<file path="config.mk">
export PLATFORM = sky130hd
export DESIGN_NAME = rs_flag_station
export DESIGN_NICKNAME = d
export VERILOG_FILES = /design/src/rtl/rs_pkg.sv /design/src/rtl/rs_slot_map.sv /design/src/rtl/rs_dep_track.sv /design/src/rtl/rs_age_pick.sv /design/src/rtl/rs_flag_station.sv
export SDC_FILE = /design/constraint.sdc
export NUM_CORES = 1
export LEC_CHECK = 0
export ABC_AREA = 1
export CELL_PAD_IN_SITES_DETAIL_PLACEMENT = 2
export CELL_PAD_IN_SITES_GLOBAL_PLACEMENT = 2
export CORE_MARGIN = 5
export CORE_UTILIZATION = 34
export DETAILED_ROUTE_END_ITERATION = 8
export PLACE_DENSITY = 0.84
export SETUP_SLACK_MARGIN = 0.2
export SYNTH_ARGS = -nofsm -noshare
export SYNTH_HDL_FRONTEND = slang
export SYNTH_HIERARCHICAL = 1
export SYNTH_SLANG_ARGS = --single-unit
</file>
<file path="constraint.sdc">
create_clock -name clk -period 5 [get_ports clk]
set_clock_uncertainty 0.1 [all_clocks]
set_input_delay 1 -clock clk [delete_from_list [all_inputs] [get_ports clk]]
set_output_delay 1 -clock clk [all_outputs]
set_load 0.01 [all_outputs]
</file>
<file path="src/rtl/rs_pkg.sv">
// Package: default sizing shared by the reservation station and its bench.
// Assumes the entry count and register count are powers of two.
package rs_pkg;
    localparam int RS_ENTRIES  = 8;
    localparam int RS_ALLOC_W  = 2;
    localparam int RS_BCAST_K  = 2;
    localparam int RS_REGS     = 16;
endpackage

</file>
<file path="src/rtl/rs_slot_map.sv">
// Maps allocation slots to free entries, lowest index first in slot order,
// and reports the free entry count. Assumes the caller never offers more
// valid slots than there are free entries.
module rs_slot_map #(
    parameter int NUM_ENTRIES = 8,
    parameter int ALLOC_W     = 2,
    localparam int TAG_W      = $clog2(NUM_ENTRIES),
    localparam int SLOT_W     = (ALLOC_W > 1) ? $clog2(ALLOC_W) : 1,
    localparam int CNT_W      = $clog2(NUM_ENTRIES + 1)
) (
    input  logic [NUM_ENTRIES-1:0]             occ,
    input  logic [ALLOC_W-1:0]                 alloc_valid,
    output logic [ALLOC_W-1:0][TAG_W-1:0]      slot_entry,
    output logic [NUM_ENTRIES-1:0]             new_mask,
    output logic [NUM_ENTRIES-1:0][SLOT_W-1:0] new_slot,
    output logic [CNT_W-1:0]                   free_count
);
    logic [NUM_ENTRIES-1:0] avail;
    logic                   found;

    // Purpose: hand out the lowest free entries to valid slots in order.
    always_comb begin
        avail      = ~occ;
        new_mask   = '0;
        new_slot   = '0;
        slot_entry = '0;
        found      = 1'b0;
        for (int s = 0; s < ALLOC_W; s++) begin
            found = 1'b0;
            if (alloc_valid[s]) begin
                for (int i = 0; i < NUM_ENTRIES; i++) begin
                    if (!found && avail[i]) begin
                        found         = 1'b1;
                        avail[i]      = 1'b0;
                        slot_entry[s] = TAG_W'(i);
                        new_mask[i]   = 1'b1;
                        new_slot[i]   = SLOT_W'(s);
                    end
                end
            end
        end
    end

    // Purpose: count unoccupied entries.
    always_comb begin
        free_count = CNT_W'(NUM_ENTRIES);
        for (int i = 0; i < NUM_ENTRIES; i++) begin
            if (occ[i]) free_count = free_count - CNT_W'(1);
        end
    end
endmodule

</file>
<file path="src/rtl/rs_dep_track.sv">
// Register status table plus global flag-producer register. Looks up the
// producer tag of every source and of the flags for each slot, honouring
// earlier slots of the same group and same-cycle broadcasts. Updates the
// table with broadcasts (only on tag match) and with new destinations.
module rs_dep_track #(
    parameter int NUM_ENTRIES = 8,
    parameter int ALLOC_W     = 2,
    parameter int BCAST_K     = 2,
    parameter int NUM_REGS    = 16,
    localparam int TAG_W      = $clog2(NUM_ENTRIES),
    localparam int REG_W      = $clog2(NUM_REGS)
) (
    input  logic                           clk,
    input  logic                           rst_n,
    input  logic [ALLOC_W-1:0]             alloc_valid,
    input  logic [ALLOC_W-1:0]             alloc_dst_en,
    input  logic [ALLOC_W-1:0][REG_W-1:0]  alloc_dst,
    input  logic [ALLOC_W-1:0]             alloc_src1_en,
    input  logic [ALLOC_W-1:0][REG_W-1:0]  alloc_src1,
    input  logic [ALLOC_W-1:0]             alloc_src2_en,
    input  logic [ALLOC_W-1:0][REG_W-1:0]  alloc_src2,
    input  logic [ALLOC_W-1:0]             alloc_flag_rd,
    input  logic [ALLOC_W-1:0]             alloc_flag_wr,
    input  logic [ALLOC_W-1:0][TAG_W-1:0]  slot_entry,
    input  logic [BCAST_K-1:0]             bcast_valid,
    input  logic [BCAST_K-1:0][TAG_W-1:0]  bcast_tag,
    output logic [ALLOC_W-1:0]             lk_w1,
    output logic [ALLOC_W-1:0][TAG_W-1:0]  lk_t1,
    output logic [ALLOC_W-1:0]             lk_w2,
    output logic [ALLOC_W-1:0][TAG_W-1:0]  lk_t2,
    output logic [ALLOC_W-1:0]             lk_wf,
    output logic [ALLOC_W-1:0][TAG_W-1:0]  lk_tf
);
    logic [NUM_REGS-1:0]            rt_busy, rt_busy_n;
    logic [NUM_REGS-1:0][TAG_W-1:0] rt_tag, rt_tag_n;
    logic                           fl_busy, fl_busy_n;
    logic [TAG_W-1:0]               fl_tag, fl_tag_n;
    logic                           b1, b2, bf;
    logic [TAG_W-1:0]               t1, t2, tf;

    function automatic logic tag_hit(input logic [TAG_W-1:0] t);
        logic h = 1'b0;
        for (int k = 0; k < BCAST_K; k++) begin
            if (bcast_valid[k] && bcast_tag[k] == t) h = 1'b1;
        end
        return h;
    endfunction

    // Purpose: resolve each slot's source and flag producers.
    always_comb begin
        b1 = 1'b0; b2 = 1'b0; bf = 1'b0;
        t1 = '0;   t2 = '0;   tf = '0;
        lk_w1 = '0; lk_t1 = '0; lk_w2 = '0; lk_t2 = '0; lk_wf = '0; lk_tf = '0;
        for (int s = 0; s < ALLOC_W; s++) begin
            b1 = rt_busy[alloc_src1[s]]; t1 = rt_tag[alloc_src1[s]];
            b2 = rt_busy[alloc_src2[s]]; t2 = rt_tag[alloc_src2[s]];
            bf = fl_busy;                tf = fl_tag;
            for (int p = 0; p < s; p++) begin
                if (alloc_valid[p] && alloc_dst_en[p] && alloc_dst[p] == alloc_src1[s]) begin
                    b1 = 1'b1; t1 = slot_entry[p];
                end
                if (alloc_valid[p] && alloc_dst_en[p] && alloc_dst[p] == alloc_src2[s]) begin
                    b2 = 1'b1; t2 = slot_entry[p];
                end
                if (alloc_valid[p] && alloc_flag_wr[p]) begin
                    bf = 1'b1; tf = slot_entry[p];
                end
            end
            lk_w1[s] = alloc_valid[s] && alloc_src1_en[s] && b1 && !tag_hit(t1);
            lk_w2[s] = alloc_valid[s] && alloc_src2_en[s] && b2 && !tag_hit(t2);
            lk_wf[s] = alloc_valid[s] && alloc_flag_rd[s] && bf && !tag_hit(tf);
            lk_t1[s] = t1;
            lk_t2[s] = t2;
            lk_tf[s] = tf;
        end
    end

    // Purpose: next table state, broadcast clears first, then new producers.
    always_comb begin
        rt_busy_n = rt_busy;
        rt_tag_n  = rt_tag;
        fl_busy_n = fl_busy && !tag_hit(fl_tag);
        fl_tag_n  = fl_tag;
        for (int r = 0; r < NUM_REGS; r++) begin
            if (rt_busy[r] && tag_hit(rt_tag[r])) rt_busy_n[r] = 1'b0;
        end
        for (int s = 0; s < ALLOC_W; s++) begin
            if (alloc_valid[s] && alloc_dst_en[s]) begin
                rt_busy_n[alloc_dst[s]] = 1'b1;
                rt_tag_n[alloc_dst[s]]  = slot_entry[s];
            end
            if (alloc_valid[s] && alloc_flag_wr[s]) begin
                fl_busy_n = 1'b1;
                fl_tag_n  = slot_entry[s];
            end
        end
    end

    // Purpose: hold the status table and flag producer.
    always_ff @(posedge clk) begin
        if (!rst_n) begin
            rt_busy <= '0;
            rt_tag  <= '0;
            fl_busy <= 1'b0;
            fl_tag  <= '0;
        end else begin
            rt_busy <= rt_busy_n;
            rt_tag  <= rt_tag_n;
            fl_busy <= fl_busy_n;
            fl_tag  <= fl_tag_n;
        end
    end
endmodule

</file>
<file path="src/rtl/rs_age_pick.sv">
// Age matrix over the entries and oldest-ready selection. older[j][i] set
// means entry j was allocated before entry i. Assumes new entries are only
// placed in entries that are free.
module rs_age_pick #(
    parameter int NUM_ENTRIES = 8,
    parameter int ALLOC_W     = 2,
    localparam int TAG_W      = $clog2(NUM_ENTRIES),
    localparam int SLOT_W     = (ALLOC_W > 1) ? $clog2(ALLOC_W) : 1
) (
    input  logic                                clk,
    input  logic                                rst_n,
    input  logic [NUM_ENTRIES-1:0]              new_mask,
    input  logic [NUM_ENTRIES-1:0][SLOT_W-1:0]  new_slot,
    input  logic [NUM_ENTRIES-1:0]              ready,
    output logic                                disp_valid,
    output logic [TAG_W-1:0]                    disp_tag
);
    logic [NUM_ENTRIES-1:0][NUM_ENTRIES-1:0] older, older_n;
    logic                                    blocked, got;

    // Purpose: order new entries after all existing ones and by slot.
    always_comb begin
        for (int i = 0; i < NUM_ENTRIES; i++) begin
            for (int j = 0; j < NUM_ENTRIES; j++) begin
                if (new_mask[i] && new_mask[j])
                    older_n[i][j] = new_slot[i] < new_slot[j];
                else if (new_mask[i])
                    older_n[i][j] = 1'b0;
                else if (new_mask[j])
                    older_n[i][j] = 1'b1;
                else
                    older_n[i][j] = older[i][j];
            end
        end
    end

    // Purpose: pick the ready entry with no older ready entry.
    always_comb begin
        got      = 1'b0;
        blocked  = 1'b0;
        disp_tag = '0;
        for (int i = 0; i < NUM_ENTRIES; i++) begin
            blocked = 1'b0;
            for (int j = 0; j < NUM_ENTRIES; j++) begin
                if (ready[j] && older[j][i]) blocked = 1'b1;
            end
            if (ready[i] && !blocked && !got) begin
                got      = 1'b1;
                disp_tag = TAG_W'(i);
            end
        end
        disp_valid = got;
    end

    // Purpose: hold the age matrix.
    always_ff @(posedge clk) begin
        if (!rst_n) older <= '0;
        else        older <= older_n;
    end
endmodule

</file>
<file path="src/rtl/rs_flag_station.sv">
// Reservation station for one functional unit with register and condition
// flag dependency tracking by producer tag. Accepts up to ALLOC_W
// instructions per cycle, dispatches the oldest ready one per cycle and
// frees entries on result broadcast. Assumes the issue stage respects
// free_count and only broadcasts tags that were dispatched.
module rs_flag_station #(
    parameter int NUM_ENTRIES = rs_pkg::RS_ENTRIES,
    parameter int ALLOC_W     = rs_pkg::RS_ALLOC_W,
    parameter int BCAST_K     = rs_pkg::RS_BCAST_K,
    parameter int NUM_REGS    = rs_pkg::RS_REGS,
    localparam int TAG_W      = $clog2(NUM_ENTRIES),
    localparam int REG_W      = $clog2(NUM_REGS),
    localparam int CNT_W      = $clog2(NUM_ENTRIES + 1),
    localparam int SLOT_W     = (ALLOC_W > 1) ? $clog2(ALLOC_W) : 1
) (
    input  logic                           clk,
    input  logic                           rst_n,
    input  logic [ALLOC_W-1:0]             alloc_valid,
    input  logic [ALLOC_W-1:0]             alloc_dst_en,
    input  logic [ALLOC_W-1:0][REG_W-1:0]  alloc_dst,
    input  logic [ALLOC_W-1:0]             alloc_src1_en,
    input  logic [ALLOC_W-1:0][REG_W-1:0]  alloc_src1,
    input  logic [ALLOC_W-1:0]             alloc_src2_en,
    input  logic [ALLOC_W-1:0][REG_W-1:0]  alloc_src2,
    input  logic [ALLOC_W-1:0]             alloc_flag_rd,
    input  logic [ALLOC_W-1:0]             alloc_flag_wr,
    input  logic [BCAST_K-1:0]             bcast_valid,
    input  logic [BCAST_K-1:0][TAG_W-1:0]  bcast_tag,
    output logic                           disp_valid,
    output logic [TAG_W-1:0]               disp_tag,
    output logic [CNT_W-1:0]               free_count
);
    logic [NUM_ENTRIES-1:0]             ent_valid, ent_issued;
    logic [NUM_ENTRIES-1:0]             ent_w1, ent_w2, ent_wf;
    logic [NUM_ENTRIES-1:0][TAG_W-1:0]  ent_t1, ent_t2, ent_tf;
    logic [NUM_ENTRIES-1:0]             ready;
    logic [ALLOC_W-1:0][TAG_W-1:0]      slot_entry;
    logic [NUM_ENTRIES-1:0]             new_mask;
    logic [NUM_ENTRIES-1:0][SLOT_W-1:0] new_slot;
    logic [ALLOC_W-1:0]                 lk_w1, lk_w2, lk_wf;
    logic [ALLOC_W-1:0][TAG_W-1:0]      lk_t1, lk_t2, lk_tf;

    function automatic logic tag_hit(input logic [TAG_W-1:0] t);
        logic h = 1'b0;
        for (int k = 0; k < BCAST_K; k++) begin
            if (bcast_valid[k] && bcast_tag[k] == t) h = 1'b1;
        end
        return h;
    endfunction

    rs_slot_map #(.NUM_ENTRIES(NUM_ENTRIES), .ALLOC_W(ALLOC_W)) u_map (
        .occ(ent_valid), .alloc_valid(alloc_valid), .slot_entry(slot_entry),
        .new_mask(new_mask), .new_slot(new_slot), .free_count(free_count)
    );

    rs_dep_track #(.NUM_ENTRIES(NUM_ENTRIES), .ALLOC_W(ALLOC_W),
                   .BCAST_K(BCAST_K), .NUM_REGS(NUM_REGS)) u_dep (
        .clk(clk), .rst_n(rst_n), .alloc_valid(alloc_valid),
        .alloc_dst_en(alloc_dst_en), .alloc_dst(alloc_dst),
        .alloc_src1_en(alloc_src1_en), .alloc_src1(alloc_src1),
        .alloc_src2_en(alloc_src2_en), .alloc_src2(alloc_src2),
        .alloc_flag_rd(alloc_flag_rd), .alloc_flag_wr(alloc_flag_wr),
        .slot_entry(slot_entry), .bcast_valid(bcast_valid), .bcast_tag(bcast_tag),
        .lk_w1(lk_w1), .lk_t1(lk_t1), .lk_w2(lk_w2), .lk_t2(lk_t2),
        .lk_wf(lk_wf), .lk_tf(lk_tf)
    );

    // Purpose: an entry may go when occupied, not yet sent, and unblocked.
    assign ready = ent_valid & ~ent_issued & ~ent_w1 & ~ent_w2 & ~ent_wf;

    rs_age_pick #(.NUM_ENTRIES(NUM_ENTRIES), .ALLOC_W(ALLOC_W)) u_pick (
        .clk(clk), .rst_n(rst_n), .new_mask(new_mask), .new_slot(new_slot),
        .ready(ready), .disp_valid(disp_valid), .disp_tag(disp_tag)
    );

    for (genvar i = 0; i < NUM_ENTRIES; i++) begin : g_ent
        // Purpose: fill, wake, mark dispatched and free one entry.
        always_ff @(posedge clk) begin
            if (!rst_n) begin
                ent_valid[i]  <= 1'b0;
                ent_issued[i] <= 1'b0;
                ent_w1[i]     <= 1'b0;
                ent_w2[i]     <= 1'b0;
                ent_wf[i]     <= 1'b0;
                ent_t1[i]     <= '0;
                ent_t2[i]     <= '0;
                ent_tf[i]     <= '0;
            end else if (new_mask[i]) begin
                ent_valid[i]  <= 1'b1;
                ent_issued[i] <= 1'b0;
                ent_w1[i]     <= lk_w1[new_slot[i]];
                ent_w2[i]     <= lk_w2[new_slot[i]];
                ent_wf[i]     <= lk_wf[new_slot[i]];
                ent_t1[i]     <= lk_t1[new_slot[i]];
                ent_t2[i]     <= lk_t2[new_slot[i]];
                ent_tf[i]     <= lk_tf[new_slot[i]];
            end else if (ent_valid[i]) begin
                if (tag_hit(TAG_W'(i))) ent_valid[i] <= 1'b0;
                if (disp_valid && disp_tag == TAG_W'(i)) ent_issued[i] <= 1'b1;
                ent_w1[i] <= ent_w1[i] && !tag_hit(ent_t1[i]);
                ent_w2[i] <= ent_w2[i] && !tag_hit(ent_t2[i]);
                ent_wf[i] <= ent_wf[i] && !tag_hit(ent_tf[i]);
            end
        end
    end
endmodule

</file>
== Word level (Yosys, flattened, before mapping) ==
Cells that the tools add are included.
Widths: inputs -> output; s select.

* Flip-flop bits (word level): 244
* Bits of input ports: 46
* Output and inout bits: 8
* Word-level logic and storage cells: 1490

* Add/sub/neg operators: 7
* Order comparisons: 80
* Equality and inequality tests: 115
* Muxes and demuxes: 711
* Bitwise logic cells: 12
* Reduce and logical (&&, ||, !) cells: 418

{| class="wikitable"
|+ Operator list
! cell !! number
|-
| $mux 1 || 603
|-
| $logic_and 1x1->1 || 304
|-
| $eq 3x3->1 || 92
|-
| $mux 3 || 72
|-
| $bwmux 48 || 2
|-
| $mux 48 || 2
|-
| $reduce_bool 3->1 || 28
|-
| $lt 1x1->1 || 64
|-
| $logic_not 1->1 || 59
|-
| $bmux 3 s4 || 4
|-
| $not 8->8 || 5
|-
| $eq 3x3->1 const B || 12
|-
| $and 8x8->8 || 4
|-
| $mux 16 || 2
|-
| $mux 4 || 8
|-
| $mux 8 || 4
|-
| $or 16x16->16 || 2
|-
| $lt 4x5->1 const B || 6
|-
| $sub 4x1->4 const B || 7
|-
| $demux 3 s4 || 2
|-
| $eq 3x2->1 const B || 6
|-
| $bmux 1 s4 || 4
|-
| $lt 1x2->1 const B || 8
|-
| $reduce_and 2->1 || 8
|-
| other kinds (9) || 35
|}

== Logic depth before layout (Yosys ltp) ==
* Depth in word-level cells: 67
* Gate-level depth with buffers: 22
* Gate-level depth less buffers: 21

== Modules after synthesis ==
Netlist, hierarchy kept.

{| class="wikitable"
|+ Modules (own cells, without submodules)
! module !! times used !! cells each !! area each (um2) !! seq. area each (um2)
|-
| rs_flag_station || 1 || 1329 || 7756.2 || 2242.2
|-
| rs_dep_track || 1 || 1316 || 7440.9 || 1361.3
|-
| rs_age_pick || 1 || 401 || 2762.6 || 1121.1
|-
| rs_slot_map || 1 || 203 || 1013.5 || 0.0
|}

== Least setup slack after synthesis ==
OpenSTA, ideal clock, no wires.

* Kind: reg-to-output
* From: register ent_valid[0]
* To: output free_count[1]
* Arrival: 2702 ps
* Required time: 3900 ps
* Setup slack: 1198 ps
* Cell stages (with the launch flop): 15
* Buffers on the path: 0
* Cell sequence: dfxtp_1 -> inv_1 -> fa_1 -> inv_1 -> nand2_2 -> nand3_2 -> nand3_1 -> nand3_1 -> nand2_2 -> inv_1 -> ha_1 -> nand2_1 -> o21ai_2 -> ha_1 -> mux2i_1

* Cells in the longest elaborated chain, start to end: 15

{| class="wikitable"
|+ RTL lines
! what !! RTL line !! source
|-
| from (decl) || rs_flag_station.sv:33 || <nowiki>logic [NUM_ENTRIES-1:0] ent_valid, ent_issued;</nowiki>
|-
| from (signal, indexed assignment) || rs_flag_station.sv:80 || <nowiki>ent_valid[i] <= 1'b0;</nowiki>
|-
| from (signal, indexed assignment) || rs_flag_station.sv:89 || <nowiki>ent_valid[i] <= 1'b1;</nowiki>
|-
| from (signal, indexed assignment) || rs_flag_station.sv:98 || <nowiki>if (tag_hit(TAG_W'(i))) ent_valid[i] <= 1'b0;</nowiki>
|-
| $mux 4 * || rs_slot_map.sv:48 || <nowiki>if (occ[i]) free_count = free_count - CNT_W'(1);</nowiki>
|-
| $sub 4x1->4 || rs_slot_map.sv:48 ||
|-
| $mux 4 * || rs_slot_map.sv:48 ||
|-
| $sub 4x1->4 || rs_slot_map.sv:48 ||
|-
| $mux 4 * || rs_slot_map.sv:48 ||
|-
| $sub 4x1->4 || rs_slot_map.sv:48 ||
|-
| $mux 4 * || rs_slot_map.sv:48 ||
|-
| $sub 4x1->4 || rs_slot_map.sv:48 ||
|-
| $mux 4 * || rs_slot_map.sv:48 ||
|-
| $sub 4x1->4 || rs_slot_map.sv:48 ||
|-
| $mux 4 * || rs_slot_map.sv:48 ||
|-
| $sub 4x1->4 || rs_slot_map.sv:48 ||
|-
| $mux 4 * || rs_slot_map.sv:48 ||
|-
| $sub 4x1->4 || rs_slot_map.sv:48 ||
|-
| $mux 4 * || rs_slot_map.sv:48 ||
|-
| to (decl) || rs_flag_station.sv:31 || <nowiki>output logic [CNT_W-1:0] free_count</nowiki>
|}

Every way passes the cells marked *; elsewhere a longest branch is shown, timed or not.

== Worst setup path in the final report ==
* From: register ent_valid[0]
* To: output disp_tag[0]

* Cells in the longest elaborated chain, start to end: 37
* Elaborated cells on any way between the ends: 120
* Those cells by class: 78 x mux; 4 x bitwise; 38 x reduce/logical

{| class="wikitable"
|+ RTL lines
! what !! RTL line !! source
|-
| $and 8x8->8 * (4 in series) || rs_flag_station.sv:69 || <nowiki>assign ready = ent_valid & ~ent_issued & ~ent_w1 & ~ent_w2 & ~ent_wf;</nowiki>
|-
| via ready[0] || rs_flag_station.sv:36 || <nowiki>logic [NUM_ENTRIES-1:0] ready;</nowiki>
|-
| $logic_and 1x1->1 || rs_age_pick.sv:45 || <nowiki>if (ready[j] && older[j][i]) blocked = 1'b1;</nowiki>
|-
| $mux 1 (8 in series) || rs_age_pick.sv:45 ||
|-
| $logic_not 1->1 || rs_age_pick.sv:47 || <nowiki>if (ready[i] && !blocked && !got) begin</nowiki>
|-
| $logic_and 1x1->1 || rs_age_pick.sv:47 ||
|-
| $mux 1 || rs_age_pick.sv:47 ||
|-
| $logic_not 1->1 || rs_age_pick.sv:47 ||
|-
| [... 12 more ...] || - ||
|-
| $logic_and 1x1->1 || rs_age_pick.sv:47 ||
|-
| $mux 1 || rs_age_pick.sv:47 ||
|-
| $logic_not 1->1 || rs_age_pick.sv:47 ||
|-
| $logic_and 1x1->1 || rs_age_pick.sv:47 ||
|-
| $mux 1 || rs_age_pick.sv:47 ||
|-
| $logic_not 1->1 || rs_age_pick.sv:47 ||
|-
| $logic_and 1x1->1 || rs_age_pick.sv:47 ||
|-
| $mux 3 * || rs_age_pick.sv:47 ||
|-
| to (decl) || rs_flag_station.sv:30 || <nowiki>output logic [TAG_W-1:0] disp_tag,</nowiki>
|}

The timed path passes the listed nets; every way through them passes the cells marked *.

==> out/qor.yml <==
status:
  status: "completed"
placed_design:
  placed_cell_area_sq_um: 20000
  dp_hpwl_um: 74300
  port_buffers: 53
  routabilityCongestion: 0.960
  post-place-cells: 3941
global_routing:
  grt_first_pass_wirelength_um: 162000
  grt_pass1_vias: 26300
  antenna_found_initial: 0
  grt_max_degree: 80
  grt_overflow: 0
  grtUsageTotal_pct: 34.4
drt:
  dr.pass1.iters: 5
  vias: 24300
  drt.antenna.violating_nets: 0
  wl_per_cell_um: 27.0
  totalWireLength_um: 108000
  drc: 0
  drtIter0Drc: 1676
  via_per_inst: 6.09
timing:
  setup_viol: 0
  rsz0062_at_grt: "false"
  maxSlewViolCount: 0
  fmax_ghz: 0.214
  hold_viol: 0
  worst_pin_slew_ns: 0.984
  maxSlewHeadroom_pct: 34.4
  fin_crit_ns: 4.68
  tns_ns: 0
  min_period_over_period_pct: 93.5
setup_path:
  end_kind: "primary output"
  worst-path-max-fanout: 11
  start_kind: "flip-flop"
  path_common_cell: "nand2_1"
  worstPathRequired_ns: 3.90
  worstSetupPathType: "flip-flop to primary output"
  cpPeakStageDelay_ns: 0.63
  crit_chain: "buf_4 -> nand2_1 -> nor3_1 -> buf_4 -> nand2_1 -> nand2_1 -> nor2_1 -> nand2_1 -> nand2_2 -> nor2_4 -> nand4_1 -> o21ai_2 -> clkdlybuf4s50_1"
  worst_path_max_delay_cell: "clkdlybuf4s50_1"
  arrival_ns: 3.58
floorplan:
  die_x_um: 246
  design.core.area_sq_um: 55200
  rows: 86
  die_area_sq_um: 60600
  fp.dieH_um: 246
  initial_core_util_pct: 34.4
  io_pins: 54
clocking:
  cts_buffers: 30
  insertion_delay_ns: 0.60
  clkSlewWorstSetupHoldPaths_ns: 0.07
  htree_levels: 1
  clock_path_buffers: 3
  cts-root-buf: "clkbuf_16"
  clock_sinks: 236
  cts_tree: "built"
power_and_ir_drop:
  netSwitchingFraction_pct: 36.3
  p_int_w: 0.00377
  clockPowerShare_pct: 40.3
  vdd.ir_drop.worst_uv: 254
  leakage_nw: 9.17
  combinationalPowerShare_pct: 25.4
  pwr-share-seq_pct: 34.3
  power_density_nw_per_um2: 280
  switchingPower_w: 0.00215
synthesis:
  synthTopCellsByArea: "dfxtp_1 (25%), nand2_1 (18%), a21oi_1 (8.7%), inv_1 (6.8%), nand3_1 (6.6%)"
  syn_nets: 3304
  synth_seq_cells: 236
  synth_most_common_cell: "nand2_1"
  synth_flop_cell: "dfxtp_1"
  syn_avg_cell_area_sq_um: 5.84
  synthDistinctLibCells: 56
  yosys.area.top_type: "dfxtp_1"
  netlist_area_sq_um: 19000
  synth.top_cell.area_share_pct: 24.9
  yosys_warnings: 6
  yosys-top-cells-count: "nand2_1 (920), inv_1 (343), a21oi_1 (331), nand3_1 (252), nor2_1 (246)"
  synth-edff-count: 0
  async_flop_share_pct: 0
  post_synth_inst_count: 3249
  yosysSeqAreaShare_pct: 24.9
cells_and_area:
  final_util_pct: 38.2
  fin_cells: 3996
  final_net_count: 3280
  layout-drive-gt1-share_pct: 7.05
  area_growth_pct: 11.3
  fin_area_sq_um: 21100
  antenna_cells: 0
  num-fill-cells: 6988
hold_path:
  hold_path.class: "flip-flop to flip-flop"
job:
  maxCapViolCount: 0
## through the flow
stage	worst slack [ns]	hold slack, ns	power, W
after floorplan	1.20	0.336	0.00293
after global placement	0.584	0.346	0.00340
after detailed placement	0.520	0.357	0.00349
after CTS	0.333	0.366	0.00589
after global routing	0.206	0.407	0.00611
final	0.323	0.370	0.00592
## path summary, 6_finish.rpt
| kind | startpoint | end | slack, ns | cells after the start |
|---|---|---|---|---|
| min | ent_w1[3] | ent_w1[3] | 0.37 | 2 |
| max reg2reg | ent_valid[0] | ent_wf[0] | 0.86 | 21 |
| min reg2reg | ent_w1[3] | ent_w1[3] | 0.37 | 2 |
| max | ent_valid[0] | disp_tag[0] | 0.32 | 13 |
## flip-flops by register name, indices dropped and copies added (netlist names), 8 cells and up
register and flops:
ent_valid 8, ent_tf 24, ent_w2 8, ent_t2 24, ent_wf 8, u_dep/rt_busy 16
u_pick/older 56, ent_w1 8, ent_t1 24, u_dep/rt_tag 48, ent_issued 8
## power groups by stage
| stage | combinational [W] | sequential (W) | clock, W |
|---|---|---|---|
| 2_1_floorplan | 0.000893 | 0.00204 | 0 |
| 3_3_place_gp | 0.00134 | 0.00206 | 0 |
| 3_5_place_dp | 0.00142 | 0.00207 | 0 |
| 4_1_cts | 0.00146 | 0.00203 | 0.00240 |
| 5_1_grt | 0.00160 | 0.00204 | 0.00248 |
| 6_report | 0.00150 | 0.00203 | 0.00239 |
## timing repair
action,CTS,global route
resized for setup,8,6
pin swaps,1,0
hold buffers,0,0
setup buffers,0,0
endpoints found under the hold margin,0,0
endpoints found under the setup margin,4,5
## cells in the final DEF (no fill, tap or decap), types with 14 or more instances in the layout
master	synthesis	final
nand2_1	920	918
o2111ai_1	22	22
a31oi_1	15	15
nand4_1	40	40
dfxtp_1	236	235
nor3_1	78	78
nand3_1	252	251
clkinv_1	14	14
a221oi_1	16	16
o21ai_1	22	25
clkdlybuf4s50_1	0	41
clkbuf_16	0	30
nand2_2	21	23
inv_1	343	340
a21oi_1	331	330
o211ai_1	94	94
o21ai_0	192	187
xnor2_1	60	60
nor2_1	246	246
buf_4	32	95
inv_2	20	23
o22ai_1	55	54
## cells by family (layout without fill, tap and decap cells)
family | after synthesis | in the layout | share of synthesized area (%)
multiplexers | 1 | 1 | 0.0528
flip-flops | 236 | 236 | 24.9
AO/OA/AOI/OAI | 768 | 768 | 23.1
adder cells (fa/ha/maj) | 9 | 9 | 0.633
buffers and inverters | 585 | 584 | 13.3
AND/OR/NAND/NOR | 1580 | 1580 | 34.8
XOR/XNOR | 70 | 70 | 3.23
## critical path, delay by kind of cell (launching register included)
family / cells / cell delay, ns
compound gates: 1 / 0.34
buf+inv: 3 / 1.17
flops: 1 / 0.37
simple gates: 9 / 1.08
## routing by layer
layer	share of wire, %	wire [um]	GRT usage, %	up-vias
met5	0	0	0	-
met4	5.9	6380	16.9	0
met3	6.5	7060	5.47	392
met2	47	50500	59.0	1046
met1	41	43900	41.9	12200
li1	-	-	-	10700
## area by class of cell
class	count	area (sq um)	share of cell area, %
Timing Repair Buffer	148	1190	5.64
Sequential cell	236	4730	22.4
Clock inverter	11	145	0.688
Multi-Input combinational cell	2428	11800	55.7
Tap cell	748	936	4.43
Clock buffer	44	903	4.28
Inverter	381	1440	6.84
Note: power is estimated with default switching activity, not from simulation.
